## config.mk

```make
export PLATFORM = sky130hd
export DESIGN_NAME = vcp_capture
export DESIGN_NICKNAME = d
export VERILOG_FILES = /design/src/rtl/vcp_pkg.sv /design/src/rtl/vcp_timing.sv /design/src/rtl/vcp_packer.sv /design/src/rtl/vcp_fifo.sv /design/src/rtl/vcp_capture.sv
export SDC_FILE = /design/constraint.sdc
export NUM_CORES = 1
export LEC_CHECK = 0
export BUFFER_PORTS_ARGS = -buffer_cell sky130_fd_sc_hd__buf_2
export CAP_MARGIN = 15
export CORE_ASPECT_RATIO = 1.4
export CORE_MARGIN = 1.5
export CORE_UTILIZATION = 50
export CTS_BUF_LIST = sky130_fd_sc_hd__clkbuf_4
export CTS_CLUSTER_DIAMETER = 60
export DETAILED_ROUTE_END_ITERATION = 7
export HOLD_SLACK_MARGIN = 0.12
export PLACE_DENSITY = 0.68
export SETUP_SLACK_MARGIN = 0.02
export SYNTH_ARGS = -nofsm -noshare
export SYNTH_HDL_FRONTEND = slang
export SYNTH_SLANG_ARGS = --single-unit
```

## constraint.sdc

```tcl
create_clock -name clk -period 3 [get_ports clk]
set_clock_uncertainty 0.2 [all_clocks]
set_input_delay 0.15 -clock clk [delete_from_list [all_inputs] [get_ports clk]]
set_output_delay 0.15 -clock clk [all_outputs]
set_load 0.03 [all_outputs]
```

## src/rtl/vcp_pkg.sv

```systemverilog
package vcp_pkg;
  localparam int PRE_LEN = 3;
  localparam int XY_F    = 6;
  localparam int XY_V    = 5;
  localparam int XY_H    = 4;

  function automatic logic is_preamble(input logic [7:0] b_old, input logic [7:0] b_mid,
                                       input logic [7:0] b_new);
    return (b_old == 8'hFF) && (b_mid == 8'h00) && (b_new == 8'h00);
  endfunction

  function automatic logic region_ok(input logic mode_blank, input logic vbl);
    return mode_blank ? vbl : !vbl;
  endfunction

  function automatic logic field_ok(input logic fskip, input logic fkeep, input logic fld);
    return !fskip || (fld == fkeep);
  endfunction

  function automatic logic parity_ok(input logic eskip, input logic epar, input logic idx_lsb);
    return !eskip || (idx_lsb == epar);
  endfunction
endpackage

```

## src/rtl/vcp_timing.sv

```systemverilog
module vcp_timing
  import vcp_pkg::*;
#(
  parameter int IDX_W  = 12,
  parameter int LCNT_W = 11
) (
  input  logic              clk,
  input  logic              rst_n,
  input  logic [7:0]        din,
  output logic              code_hit,
  output logic [7:0]        old_byte,
  output logic              fld,
  output logic              vbl,
  output logic              hbl,
  output logic [IDX_W-1:0]  samp_idx,
  output logic [LCNT_W-1:0] line_idx
);
  logic [7:0] hist [PRE_LEN];
  logic       fv_known;
  logic [1:0] prev_fv;
  logic [1:0] new_fv;
  logic       sav_hit;

  assign code_hit = is_preamble(hist[PRE_LEN-1], hist[1], hist[0]);
  assign old_byte = hist[PRE_LEN-1];
  assign new_fv   = {din[XY_F], din[XY_V]};
  assign sav_hit  = code_hit && !din[XY_H];

  always_ff @(posedge clk or negedge rst_n) begin
    if (!rst_n) begin
      for (int i = 0; i < PRE_LEN; i++) hist[i] <= 8'h00;
    end else begin
      hist[0] <= din;
      for (int i = 1; i < PRE_LEN; i++) hist[i] <= hist[i-1];
    end
  end

  always_ff @(posedge clk or negedge rst_n) begin
    if (!rst_n) begin
      fld      <= 1'b0;
      vbl      <= 1'b0;
      hbl      <= 1'b1;
      samp_idx <= '0;
      line_idx <= '0;
      fv_known <= 1'b0;
      prev_fv  <= 2'b00;
    end else begin
      if (code_hit) begin
        fld <= din[XY_F];
        vbl <= din[XY_V];
        hbl <= din[XY_H];
      end
      if (sav_hit) begin
        samp_idx <= '0;
        if (!fv_known || (new_fv != prev_fv)) line_idx <= '0;
        else if (line_idx != '1)              line_idx <= line_idx + 1'b1;
        prev_fv  <= new_fv;
        fv_known <= 1'b1;
      end else if (!code_hit && !hbl && (samp_idx != '1)) begin
        samp_idx <= samp_idx + 1'b1;
      end
    end
  end


  hblank_follow_chk: assert property (@(posedge clk) disable iff (!rst_n)
    code_hit |=> (hbl == $past(din[XY_H])));


  idx_restart_chk: assert property (@(posedge clk) disable iff (!rst_n)
    sav_hit |=> (samp_idx == '0));
endmodule

```

## src/rtl/vcp_packer.sv

```systemverilog
module vcp_packer #(
  parameter int WORD_BYTES = 4
) (
  input  logic                    clk,
  input  logic                    rst_n,
  input  logic                    push,
  input  logic [7:0]              din,
  input  logic                    flush,
  output logic                    emit,
  output logic [8*WORD_BYTES-1:0] word
);
  localparam int WW     = 8 * WORD_BYTES;
  localparam int FILL_W = $clog2(WORD_BYTES);

  logic [WW-1:0]     acc, nxt_acc;
  logic [FILL_W-1:0] fill, nxt_fill;
  logic              have;

  always_comb begin
    nxt_acc  = acc;
    nxt_fill = fill;
    have     = 1'b0;
    emit     = 1'b0;
    word     = '0;
    if (push) begin
      for (int b = 0; b < WORD_BYTES; b++)
        if (fill == FILL_W'(b)) nxt_acc[b*8 +: 8] = din;
      if (fill == FILL_W'(WORD_BYTES - 1)) begin
        emit     = 1'b1;
        word     = nxt_acc;
        nxt_acc  = '0;
        nxt_fill = '0;
      end else begin
        nxt_fill = fill + 1'b1;
      end
    end
    have = (nxt_fill != '0);
    if (flush && have) begin
      emit     = 1'b1;
      word     = nxt_acc;
      nxt_acc  = '0;
      nxt_fill = '0;
    end
  end

  always_ff @(posedge clk or negedge rst_n) begin
    if (!rst_n) begin
      acc  <= '0;
      fill <= '0;
    end else begin
      acc  <= nxt_acc;
      fill <= nxt_fill;
    end
  end


  flush_top_zero_chk: assert property (@(posedge clk) disable iff (!rst_n)
    (flush && emit && !push && (fill == FILL_W'(1))) |-> (word[WW-1:8] == '0));
endmodule

```

## src/rtl/vcp_fifo.sv

```systemverilog
module vcp_fifo #(
  parameter int WIDTH = 32,
  parameter int DEPTH = 4
) (
  input  logic             clk,
  input  logic             rst_n,
  input  logic             push,
  input  logic [WIDTH-1:0] wdata,
  output logic [WIDTH-1:0] rdata,
  output logic             valid,
  input  logic             ready,
  output logic             ovf
);
  localparam int AW = (DEPTH > 1) ? $clog2(DEPTH) : 1;

  logic [WIDTH-1:0] mem [DEPTH];
  logic [AW-1:0]    wp, rp;
  logic [AW:0]      cnt;
  logic             wr_ok, rd_ok;

  assign valid = (cnt != '0);
  assign rdata = mem[rp];
  assign wr_ok = push && (cnt < (AW+1)'(DEPTH));
  assign rd_ok = valid && ready;

  always_ff @(posedge clk or negedge rst_n) begin
    if (!rst_n) begin
      wp  <= '0;
      rp  <= '0;
      cnt <= '0;
      ovf <= 1'b0;
      for (int i = 0; i < DEPTH; i++) mem[i] <= '0;
    end else begin
      if (wr_ok) begin
        mem[wp] <= wdata;
        wp      <= (wp == AW'(DEPTH - 1)) ? '0 : wp + 1'b1;
      end
      if (rd_ok) rp <= (rp == AW'(DEPTH - 1)) ? '0 : rp + 1'b1;
      cnt <= cnt + (wr_ok ? 1'b1 : 1'b0) - (rd_ok ? 1'b1 : 1'b0);
      if (push && !wr_ok) ovf <= 1'b1;
    end
  end


  hold_chk: assert property (@(posedge clk) disable iff (!rst_n)
    (valid && !ready) |=> (valid && $stable(rdata)));


  ovf_sticky_chk: assert property (@(posedge clk) disable iff (!rst_n)
    $past(ovf) |-> ovf);


  fifo_bound_chk: assert property (@(posedge clk) disable iff (!rst_n)
    cnt <= (AW+1)'(DEPTH));
endmodule

```

## src/rtl/vcp_capture.sv

```systemverilog
module vcp_capture
  import vcp_pkg::*;
#(
  parameter int IDX_W      = 12,
  parameter int LCNT_W     = 11,
  parameter int WORD_BYTES = 4,
  parameter int FIFO_DEPTH = 4
) (
  input  logic                    clk,
  input  logic                    rst_n,
  input  logic [7:0]              vid_byte,
  input  logic                    cfg_mode,
  input  logic                    cfg_fskip,
  input  logic                    cfg_fkeep,
  input  logic                    cfg_eskip,
  input  logic                    cfg_epar,
  input  logic [IDX_W-1:0]        cfg_line_len,
  input  logic [LCNT_W-1:0]       cfg_line_cnt,
  output logic [8*WORD_BYTES-1:0] m_data,
  output logic                    m_valid,
  input  logic                    m_ready,
  output logic                    ovf,
  output logic                    trk_field,
  output logic                    trk_vblank,
  output logic                    trk_hblank
);
  localparam int WW = 8 * WORD_BYTES;

  logic              code_hit;
  logic [7:0]        old_byte;
  logic [IDX_W-1:0]  samp_idx;
  logic [LCNT_W-1:0] line_idx;
  logic              new_cand;
  logic [PRE_LEN-1:0] cand;
  logic              pk_push;
  logic              pk_flush;
  logic              pk_emit;
  logic [WW-1:0]     pk_word;

  vcp_timing #(.IDX_W(IDX_W), .LCNT_W(LCNT_W)) u_timing (
    .clk(clk), .rst_n(rst_n), .din(vid_byte),
    .code_hit(code_hit), .old_byte(old_byte),
    .fld(trk_field), .vbl(trk_vblank), .hbl(trk_hblank),
    .samp_idx(samp_idx), .line_idx(line_idx)
  );

  assign new_cand = !code_hit && !trk_hblank
                 && region_ok(cfg_mode, trk_vblank)
                 && field_ok(cfg_fskip, cfg_fkeep, trk_field)
                 && parity_ok(cfg_eskip, cfg_epar, samp_idx[0])
                 && (samp_idx < cfg_line_len)
                 && (line_idx < cfg_line_cnt);

  always_ff @(posedge clk or negedge rst_n) begin
    if (!rst_n) begin
      cand <= '0;
    end else begin
      cand[0] <= new_cand;
      for (int i = 1; i < PRE_LEN; i++) cand[i] <= cand[i-1] & ~code_hit;
    end
  end

  assign pk_push  = cand[PRE_LEN-1] & ~code_hit;
  assign pk_flush = code_hit & vid_byte[XY_H];

  vcp_packer #(.WORD_BYTES(WORD_BYTES)) u_pack (
    .clk(clk), .rst_n(rst_n), .push(pk_push), .din(old_byte),
    .flush(pk_flush), .emit(pk_emit), .word(pk_word)
  );

  vcp_fifo #(.WIDTH(WW), .DEPTH(FIFO_DEPTH)) u_fifo (
    .clk(clk), .rst_n(rst_n), .push(pk_emit), .wdata(pk_word),
    .rdata(m_data), .valid(m_valid), .ready(m_ready), .ovf(ovf)
  );


  window_only_chk: assert property (@(posedge clk) disable iff (!rst_n)
    pk_push |-> !trk_hblank);


  no_code_byte_chk: assert property (@(posedge clk) disable iff (!rst_n)
    code_hit |=> !cand[0]);
endmodule

```

==> results.py, run 1 <==
metrics = {
    "floorplan": {
        "initial_core_util_pct": 51.3,
        "dieArea_sq_mm": 0.0221,
        "die_height_um": 175,
        "rows": 62,
        "die_w_um": 126,
        "design.core.area_sq_mm": 0.0206,
        "ios": 76,
    },
    "synth": {
        "avgSynthCellArea_sq_um": 10.8,
        "synth_most_common_cell": "dfrtp_1",
        "ys_seq_area_share_pct": 53.5,
        "ys.flop_type": "dfrtp_1",
        "synth_top_area_share_pct": 53.2,
        "synth_edf_count": 0,
        "synthArstFlopShare_pct": 100,
        "synth.largest_area_cell": "dfrtp_1",
        "synth_area_leaders": "dfrtp_1, mux4_2, a21oi_1",
        "ys_seq_elements": 226,
        "yosys_warnings": 0,
        "synth_area_sq_mm": 0.0106,
        "synthDistinctLibCells": 51,
        "syn-instance-count": 984,
        "synth_common_cells": "dfrtp_1, nor2_1, a21oi_1",
        "synth_nets": 1058,
    },
    "cts": {
        "htreeDepth": 2,
        "cts_setup_buffers": 0,
        "clockRootBuffer": "clkbuf_4",
        "clock_sinks": 226,
        "clock_latency_ns": 0.64,
        "path_clk_slew_ns": 0.07,
        "cts_tree": "done",
        "cts.path.max_buffers": 3,
        "numCtsBuffers": 56,
    },
    "place": {
        "dp_hpwl_mm": 15.2,
        "place.gp.congestion": 0.780,
        "dp_cells": 1283,
        "port_buffers": 75,
        "post-place-ws_ns": 0.248,
    },
    "sta": {
        "hold_violations": 0,
        "fin_tns_setup_ns": 0,
        "fin_crit_sh_pct": 93.8,
        "slew_headroom_pct": 29.3,
        "worstMarginPinSlew_ns": 1.05,
        "finalCriticalPeriod_ns": 2.81,
        "grt_setup_unrepaired": "false",
        "setup_viol": 0,
        "fmax_mhz": 356,
        "setup_slack_ns": 0.187,
        "slew_viol_final": 0,
    },
    "global_routing": {
        "first_global_vias": 8051,
        "overflow": 0,
        "grt_pass1_wl_mm": 39.9,
        "grt_max_degree": 86,
        "grt_usage_pct": 22.2,
        "antenna_found_initial": 1,
    },
    "final_layout": {
        "multi_input_area_sq_mm": 0.00455,
        "fillers": 1759,
        "syn2layout_area_growth_pct": 16.5,
        "final_nets": 1182,
        "drive_gt1_share_pct": 22.1,
        "instances_no_fill": 1407,
        "postLayoutCoreUtil_pct": 59.7,
        "seq_area_sq_mm": 0.00566,
    },
    "power_and_ir_drop": {
        "switchingPower_mw": 3.45,
        "power_density_mw_per_mm2": 799,
        "swShare_pct": 35.0,
        "finalPower_mw": 9.85,
        "p_seq_share_pct": 42.9,
        "pwr-share-clk_pct": 25.1,
        "peakVddDrop_v": 0.000409,
        "p_leak_nw": 5.87,
        "internal_power_mw": 6.40,
        "combinationalPowerShare_pct": 32.1,
    },
    "worst_setup_path": {
        "ff2ff_setup_slack_ns": 0.19,
        "crit_path_cell_trace": "ha_1, a211oi_1, nand4_1, dlygate4sd3_1, nor4_2, dlygate4sd3_1",
        "arrival_ns": 3.18,
        "critPathCapture": "cand[0]",
        "critPathLaunch": "u_timing.samp_idx[11]",
        "path_depth": 6,
        "cpMostUsedCell": "dlygate4sd3_1",
        "cp_slowest_cell": "dlygate4sd3_1",
        "ff2ff_path_depth": 6,
        "path_buf_inv": 2,
        "r2r_end": "cand[0]",
        "required_ns": 3.37,
        "criticalPathCategory": "register to register",
        "critPathCaptureType": "register",
        "cp-start-kind": "register",
        "timing.rr.start": "u_timing.samp_idx[11]",
        "slowest_delay_ns": 0.59,
        "critPathTopFamily": "buffers and inverters",
        "critPathMaxFanout": 3,
    },
    "drt": {
        "route.detailed.drc": 0,
        "drt-total-wl_mm": 23.1,
        "drt-initial-drc-count": 417,
        "viasPerCell": 5.59,
        "via_count": 7863,
        "firstDrtPassIters": 7,
        "wl_per_cell_um": 16.4,
        "ant_nets": 0,
    },
    "min_path": {
        "min_path_type": "register to register",
    },
    "outcome": {
        "outcome": "finished, final reports clean",
    },
    "flow_run": {
        "max-cap-violations": 0,
    },
}
[routing by layer]
metal	global-route usage, %	wire [um]	vias up
li1	-	-	3794
met1	29.1	9900	3828
met2	37.6	11700	204
met3	3.49	1000	37
met4	8.05	470	0
met5	0	0	-
[worst min-delay path by stage]
stage                           start           endpoint  slack, ns  cells after the start
floorplan                       rst_n            cand[0]      -0.35                      0
finish              u_timing.hist[19]  u_timing.hist[11]       0.17                      0
CTS                       vid_byte[4]       u_timing.hbl       0.12                      3
global placement                rst_n     u_fifo.mem[98]      0.009                      1
detailed placement              rst_n    u_fifo.mem[100]      0.006                      1
global route              vid_byte[4]       u_timing.hbl       0.18                      3
[cells in the final DEF, fill, tap and decap left out, types with 12 or more instances in the layout]
cell type,count
nand2_1,82
dlygate4sd3_1,23
a21o_1,12
buf_2,74
a31oi_1,25
o21ai_0,45
xnor2_1,17
a32oi_1,24
clkbuf_4,77
mux4_2,32
nor2b_1,31
nand3_1,14
dfrtp_1,223
inv_1,31
nor2_1,119
o22ai_1,24
ha_1,34
clkinv_1,19
a21oi_1,98
buf_4,28
[state kept, by name, summed over array words and instances, names as in the netlist]
name / cells
u_fifo.mem: 128
u_pack.acc: 32
u_timing.hist: 16
u_timing.samp_idx: 12
u_timing.line_idx: 11
u_timing.old_byte: 8
cand: 3
u_fifo.cnt: 3
u_fifo.rp: 2
u_fifo.wp: 2
u_pack.fill: 2
u_timing.prev_fv: 2
u_fifo.ovf: 1
u_timing.fld: 1
u_timing.fv_known: 1
u_timing.hbl: 1
u_timing.vbl: 1
[final cells by class]
cell class                 instances  area share, %
antenna                            1         0.0203
clock buffer                      77           4.69
clock inverter                    23          0.944
inverter                          31          0.944
multi-input combinational        659           36.9
sequential                       226           45.9
tap                              256           2.60
timing repair buffer             134           8.00
[repair_timing]
| item | in CTS | in global routing |
|---|---|---|
| hold buffers | 23 | 0 |
| resized for setup | 0 | 5 |
| endpoints found under the hold margin | 264 | 0 |
| endpoints found under the setup margin | 0 | 7 |
[metrics by stage]
step,instance area (sq um),hold slack [ns]
finish,12300,0.170
global route,12300,0.176
CTS,12300,0.124
detailed placement,11400,0.00613
global placement,11400,0.00866
floorplan,10600,-0.346
[power by group through the flow]
stage	Combinational [mW]	Clock (mW)	Sequential, mW
5_1_grt	3.52	2.72	4.33
2_1_floorplan	2.42	0	4.14
3_5_place_dp	3.15	0	4.28
6_report	3.16	2.47	4.22
4_1_cts	3.19	2.57	4.23
3_3_place_gp	3.06	0	4.24
[logic make-up after synthesis]
logic type	Yosys count	synth area share [%]
AO/OA/AOI/OAI	258	14.7
adder cells (fa/ha/maj)	35	4.21
buffers and inverters	99	4.03
XOR/XNOR	20	1.66
flip-flops	226	53.5
multiplexers	44	8.02
AND/OR/NAND/NOR	302	13.9
Power figures use the tool's default switching activity.
==> inputs of run 2 (changes only) <==
Settings changed: MAX_ROUTING_LAYER set to met4, RECOVER_POWER set to 100.
==> run 2 against run 1 <==
The run now ends with DRC left. Combinational power about the same. Setup slack worse by 0.0016 ns. Critical path depth unchanged. Sequential share of layout area up 0.64 points. Routed wire length up 0.28%. Critical path type unchanged. Critical endpoint unchanged.
==> results.py, run 2 (synthesis gave the netlist of run 1 again) <==
metrics = {
    "power_and_ir_drop": {
        "p_seq_share_pct": 42.9,
        "p_leak_nw": 5.77,
        "switchingPower_mw": 3.46,
        "internal_power_mw": 6.38,
        "swShare_pct": 35.1,
        "combinationalPowerShare_pct": 32.0,
        "pwr-share-clk_pct": 25.1,
        "power_density_mw_per_mm2": 810,
        "peakVddDrop_v": 0.000409,
    },
    "worst_setup_path": {
        "cp-start-kind": "register",
        "critPathTopFamily": "buffers and inverters",
        "ff2ff_setup_slack_ns": 0.19,
        "timing.rr.start": "u_timing.samp_idx[11]",
        "critPathMaxFanout": 3,
        "cp_slowest_cell": "dlygate4sd3_1",
        "cpMostUsedCell": "dlygate4sd3_1",
        "r2r_end": "cand[0]",
        "arrival_ns": 3.20,
        "criticalPathCategory": "register to register",
        "slowest_delay_ns": 0.59,
        "ff2ff_path_depth": 6,
        "critPathCapture": "cand[0]",
        "crit_path_cell_trace": "ha_1, a211oi_1, nand4_1, dlygate4sd3_1, nor4_2, dlygate4sd3_1",
        "path_depth": 6,
        "critPathLaunch": "u_timing.samp_idx[11]",
        "required_ns": 3.38,
        "path_buf_inv": 2,
        "critPathCaptureType": "register",
    },
    "global_routing": {
        "grt_pass1_wl_mm": 39.9,
        "grt_usage_pct": 22.9,
        "first_global_vias": 8063,
        "grt_max_degree": 86,
        "overflow": 0,
        "antenna_found_initial": 1,
    },
    "drt": {
        "via_count": 7880,
        "drt-total-wl_mm": 23.2,
        "route.detailed.drc": 3,
        "drt-initial-drc-count": 392,
        "wl_per_cell_um": 16.5,
        "viasPerCell": 5.60,
        "ant_nets": 0,
        "firstDrtPassIters": 8,
    },
    "final_layout": {
        "final_common_cell": "dfrtp_1",
        "syn2layout_area_growth_pct": 14.9,
        "reg_top3": "u_fifo.mem: 128 flops, u_pack.acc: 32 flops, u_timing.hist: 16 flops",
        "drive_gt1_share_pct": 19.8,
        "largest_register": "u_fifo.mem",
        "postLayoutCoreUtil_pct": 58.9,
        "final_nets": 1182,
        "final_cell_mix": "dfrtp_1, nor2_1, a21oi_1, nand2_1, clkbuf_4",
        "largest_reg_flops": 128,
        "fillers": 1790,
    },
    "floorplan": {
        "rows": 62,
        "ios": 76,
        "dieArea_sq_mm": 0.0221,
        "design.core.area_sq_mm": 0.0206,
        "die_w_um": 126,
        "die_height_um": 175,
        "initial_core_util_pct": 51.3,
    },
    "sta": {
        "hold_violations": 0,
        "fin_tns_setup_ns": 0,
        "slew_viol_final": 0,
        "worstMarginPinSlew_ns": 1.20,
        "fin_crit_sh_pct": 93.8,
        "setup_viol": 0,
        "grt_setup_unrepaired": "false",
        "slew_headroom_pct": 20.2,
        "fmax_mhz": 355,
        "finalCriticalPeriod_ns": 2.81,
    },
    "cts": {
        "numCtsBuffers": 56,
        "cts_setup_buffers": 0,
        "clock_latency_ns": 0.65,
        "htreeDepth": 2,
        "path_clk_slew_ns": 0.07,
        "clock_sinks": 226,
        "cts_tree": "done",
        "cts.path.max_buffers": 3,
        "clockRootBuffer": "clkbuf_4",
    },
    "flow_run": {
        "max-cap-violations": 0,
    },
    "place": {
        "place.gp.congestion": 0.791,
        "dp_hpwl_mm": 15.2,
        "port_buffers": 75,
    },
    "outcome": {
        "violations": "DRC",
        "outcome": "finished, violations left",
    },
    "min_path": {
        "min_path_type": "register to register",
        "min_from": "u_timing.hist[19]",
    },
}
==> run 2: cell count changes in the layout (fill, tap and decap cells not counted), moves of 2 or more <==
cell      change
nor4b_4       -2
buf_2        -38
clkbuf_2     +35
clkbuf_4      +2
clkbuf_1     +17
nor4b_1       +2
nor4_1        +3
nor4_4        -3
buf_12        -2
buf_4        -14
==> run 2: worst min-delay path by stage <==
stage | endpoint | slack, ns | cells after the start
6_report | u_timing.hist[11] | 0.17 | 0
5_1_grt | u_timing.hist[13] | 0.19 | 0
4_1_cts | u_timing.hbl | 0.12 | 3
3_5_place_dp | u_fifo.mem[100] | 0.006 | 1
3_3_place_gp | u_fifo.mem[98] | 0.009 | 1
2_1_floorplan | cand[0] | -0.35 | 0
==> run 2: layout make-up <==
class / instances / area, sq um / area share [%]
timing repair buffer: 134 / 905 / 7.44
sequential: 226 / 5660 / 46.5
antenna: 1 / 2.50 / 0.0206
clock buffer: 77 / 578 / 4.76
tap: 256 / 320 / 2.63
clock inverter: 23 / 116 / 0.957
inverter: 31 / 116 / 0.957
multi-input combinational: 659 / 4460 / 36.7
==> run 2: repair_timing <==
item / in CTS / in global routing
hold buffers: 23 / 0
gates resized for setup: 0 / 5
endpoints found under the setup margin: 0 / 6
hold endpoints to repair: 264 / 0
==> run 2: metal layers <==
layer  track usage (%)  wire (um)
met5                 -          0
met4              8.05        464
met3              3.46        859
met2              37.7      11800
met1              29.1      10000
==> run 2: worst reg2reg max path: stages (launching register included) <==
cell           delay [ns]
dfrtp_1              0.42
ha_1                 0.30
a211oi_1             0.27
nand4_1              0.11
dlygate4sd3_1        0.59
nor4_2               0.27
dlygate4sd3_1        0.59
==> run 2: power groups by stage <==
stage	Sequential [mW]	Combinational (mW)	Clock, mW
2_1_floorplan	4.14	2.42	0
3_3_place_gp	4.24	3.06	0
3_5_place_dp	4.28	3.15	0
4_1_cts	4.23	3.19	2.57
5_1_grt	4.33	3.51	2.72
6_report	4.22	3.15	2.47
==> run 2: metrics by stage <==
step	total power, mW	cell area [sq um]	setup WS, ns	instances	hold WS (ns)
6_report	9.84	12200	0.186	1407	0.170
5_1_grt	10.6	12200	0.0199	1407	0.191
4_1_cts	9.98	12300	0.224	1406	0.124
3_5_place_dp	7.43	11400	0.248	1283	0.00613
3_3_place_gp	7.30	11400	0.335	1283	0.00866
2_1_floorplan	6.55	10600	0.331	984	-0.346
==> inputs of run 3 (changes only) <==
Settings changed: CORE_UTILIZATION 50 to 55, PLACE_DENSITY 0.68 to 0.74.
==> run 3 against run 2 <==
The flow finishes with violations (capacitance limit, slew limit). Critical path depth stayed put. Utilization increased by 5.6 points. First-iteration DRC count fell by 1.3%. Global-route usage up 1.8 points. Design area shrank 0.43%. Largest cell class unchanged. Worst hold slack got worse by 0.0057 ns. Die area fell by 8.9%. Highest routed layer unchanged. Flip-flop and latch count unchanged.
==> results.py, run 3 (synthesis gave the netlist of run 1 again) <==
metrics = {
    "outcome": {
        "outcome": "finished, violations left",
        "violations": "capacitance limit, slew limit",
    },
    "cts": {
        "cts_tree": "done",
        "path_clk_slew_ns": 0.07,
        "clockRootBuffer": "clkbuf_4",
        "htreeDepth": 2,
        "numCtsBuffers": 54,
        "cts_setup_buffers": 0,
        "cts.path.max_buffers": 3,
        "clock_sinks": 226,
        "clock_latency_ns": 0.67,
        "cts-resized-gates": 0,
    },
    "final_layout": {
        "syn2layout_area_growth_pct": 14.4,
        "fillers": 1537,
        "reg_top3": "u_fifo.mem: 128 flops, u_pack.acc: 32 flops, u_timing.hist: 16 flops",
        "largest_register": "u_fifo.mem",
        "largest_reg_flops": 128,
        "final_nets": 1182,
        "final_cell_mix": "dfrtp_1, nor2_1, a21oi_1, nand2_1, clkbuf_4",
        "final_common_cell": "dfrtp_1",
        "fin_area_sq_mm": 0.0121,
        "postLayoutCoreUtil_pct": 64.6,
        "drive_gt1_share_pct": 19.8,
    },
    "worst_setup_path": {
        "crit_path_cell_trace": "ha_1, a211oi_1, nand4_1, dlygate4sd3_1, nor4_1, dlygate4sd3_1",
        "critPathMaxFanout": 3,
        "timing.rr.start": "u_timing.samp_idx[11]",
        "critPathTopFamily": "buffers and inverters",
        "arrival_ns": 3.23,
        "required_ns": 3.39,
        "slowest_delay_ns": 0.60,
        "path_buf_inv": 2,
        "cp-start-kind": "register",
        "critPathCaptureType": "register",
        "cpMostUsedCell": "dlygate4sd3_1",
        "ff2ff_setup_slack_ns": 0.16,
        "criticalPathCategory": "register to register",
        "cp_slowest_cell": "dlygate4sd3_1",
        "r2r_end": "cand[0]",
        "ff2ff_path_depth": 6,
    },
    "sta": {
        "setup_viol": 0,
        "fin_crit_sh_pct": 94.8,
        "fin_tns_setup_ns": 0,
        "fmax_mhz": 352,
        "hold_violations": 0,
        "worstMarginPinSlew_ns": 1.83,
        "slew_viol_final": 79,
        "finalCriticalPeriod_ns": 2.84,
        "slew_headroom_pct": -21.7,
        "fin_hold_ws_ns": 0.165,
        "grt_setup_unrepaired": "false",
    },
    "flow_run": {
        "max-cap-violations": 1,
    },
    "global_routing": {
        "first_global_vias": 7964,
        "grt_pass1_wl_mm": 38.9,
        "grt_max_degree": 80,
        "overflow": 0,
        "grt_usage_pct": 24.7,
        "antenna_found_initial": 1,
    },
    "floorplan": {
        "die_w_um": 120,
        "initial_core_util_pct": 56.4,
        "ios": 76,
        "rows": 59,
        "die_height_um": 167,
        "dieArea_sq_mm": 0.0201,
        "design.core.area_sq_mm": 0.0188,
    },
    "power_and_ir_drop": {
        "switchingPower_mw": 3.44,
        "p_leak_nw": 5.72,
        "p_seq_share_pct": 44.4,
        "power_density_mw_per_mm2": 797,
        "pwr-share-clk_pct": 23.6,
        "finalPower_mw": 9.64,
        "internal_power_mw": 6.21,
        "swShare_pct": 35.6,
        "peakVddDrop_v": 0.000378,
        "combinationalPowerShare_pct": 32.0,
    },
    "min_path": {
        "min_from": "u_timing.hist[19]",
        "hold_path_end": "u_timing.hist[11]",
        "min_path_type": "register to register",
        "whs_path_depth": 0,
    },
    "place": {
        "place.gp.congestion": 0.837,
        "dp_hpwl_mm": 15.2,
        "place_area_sq_mm": 0.0114,
        "port_buffers": 75,
    },
    "drt": {
        "wl_per_cell_um": 16.7,
        "firstDrtPassIters": 5,
        "drt-initial-drc-count": 387,
        "drt-total-wl_mm": 23.1,
        "ant_nets": 0,
        "viasPerCell": 5.70,
        "route.detailed.drc": 0,
        "via_count": 7888,
    },
}
[run 3: changes by cell type in the layout (fill, tap and decap cells not counted), moves of 2 or more]
cell and delta:
clkbuf_4 -6, nor4b_1 -2, nor4_4 +3, nor4_1 -2, buf_6 +4, clkinv_1 -8, nor4b_4 +2, buf_12 -4
buf_4 +11, clkbuf_2 -9, clkbuf_1 +2
[run 3: metrics by stage]
| stage | cells | setup WS (ns) |
|---|---|---|
| 2_1_floorplan | 984 | 0.331 |
| 3_3_place_gp | 1273 | 0.368 |
| 3_5_place_dp | 1273 | 0.279 |
| 4_1_cts | 1383 | 0.195 |
| 5_1_grt | 1384 | 0.0609 |
| 6_report | 1384 | 0.155 |
[run 3: what timing repair did]
item	CTS	global route
endpoints found under the setup margin	0	0
endpoints found under the hold margin	271	0
hold buffers	23	0
[run 3: cell type report]
type	count	area [sq um]	area share, %
flip-flops and latches	226	5660	46.7
multi-input cells	659	4530	37.4
clock buffers	73	548	4.53
clock inverters	14	55.1	0.455
well taps	244	305	2.52
repair buffers	136	890	7.35
diodes	1	2.50	0.0207
inverters	31	116	0.961
[run 3: layer usage]
metal | vias to the layer above | wire length [um] | track usage [%]
met5 | - | 0 | -
li1 | 3782 | - | -
met2 | 194 | 11900 | 41.6
met1 | 3868 | 9740 | 30.7
met4 | 0 | 538 | 7.72
met3 | 44 | 906 | 4.05
[run 3: power groups by stage]
| stage | clock, mW | sequential (mW) | combinational (mW) |
|---|---|---|---|
| after floorplan | 0 | 4.14 | 2.42 |
| after global placement | 0 | 4.30 | 3.00 |
| after detailed placement | 0 | 4.33 | 3.10 |
| after CTS | 2.35 | 4.28 | 3.14 |
| after global routing | 2.50 | 4.38 | 3.42 |
| final | 2.28 | 4.28 | 3.08 |
[run 3: worst max path at each step]
stage,from,end,slack [ns],depth (start not counted)
global placement,u_timing.hist[18],u_fifo.cnt[2],0.37,9
finish,u_timing.samp_idx[11],cand[0],0.16,6
detailed placement,u_timing.hist[18],u_fifo.cnt[2],0.28,9
global route,rst_n,u_pack.acc[4],0.06,4
CTS,u_fifo.rp[1],m_data[13],0.20,3
floorplan,u_timing.hist[18],u_fifo.cnt[2],0.33,10
[run 3: worst reg2reg max path, stage by stage (launching register included)]
cell	delay (ns)
dfrtp_1	0.43
ha_1	0.31
a211oi_1	0.26
nand4_1	0.12
dlygate4sd3_1	0.58
nor4_1	0.28
dlygate4sd3_1	0.60
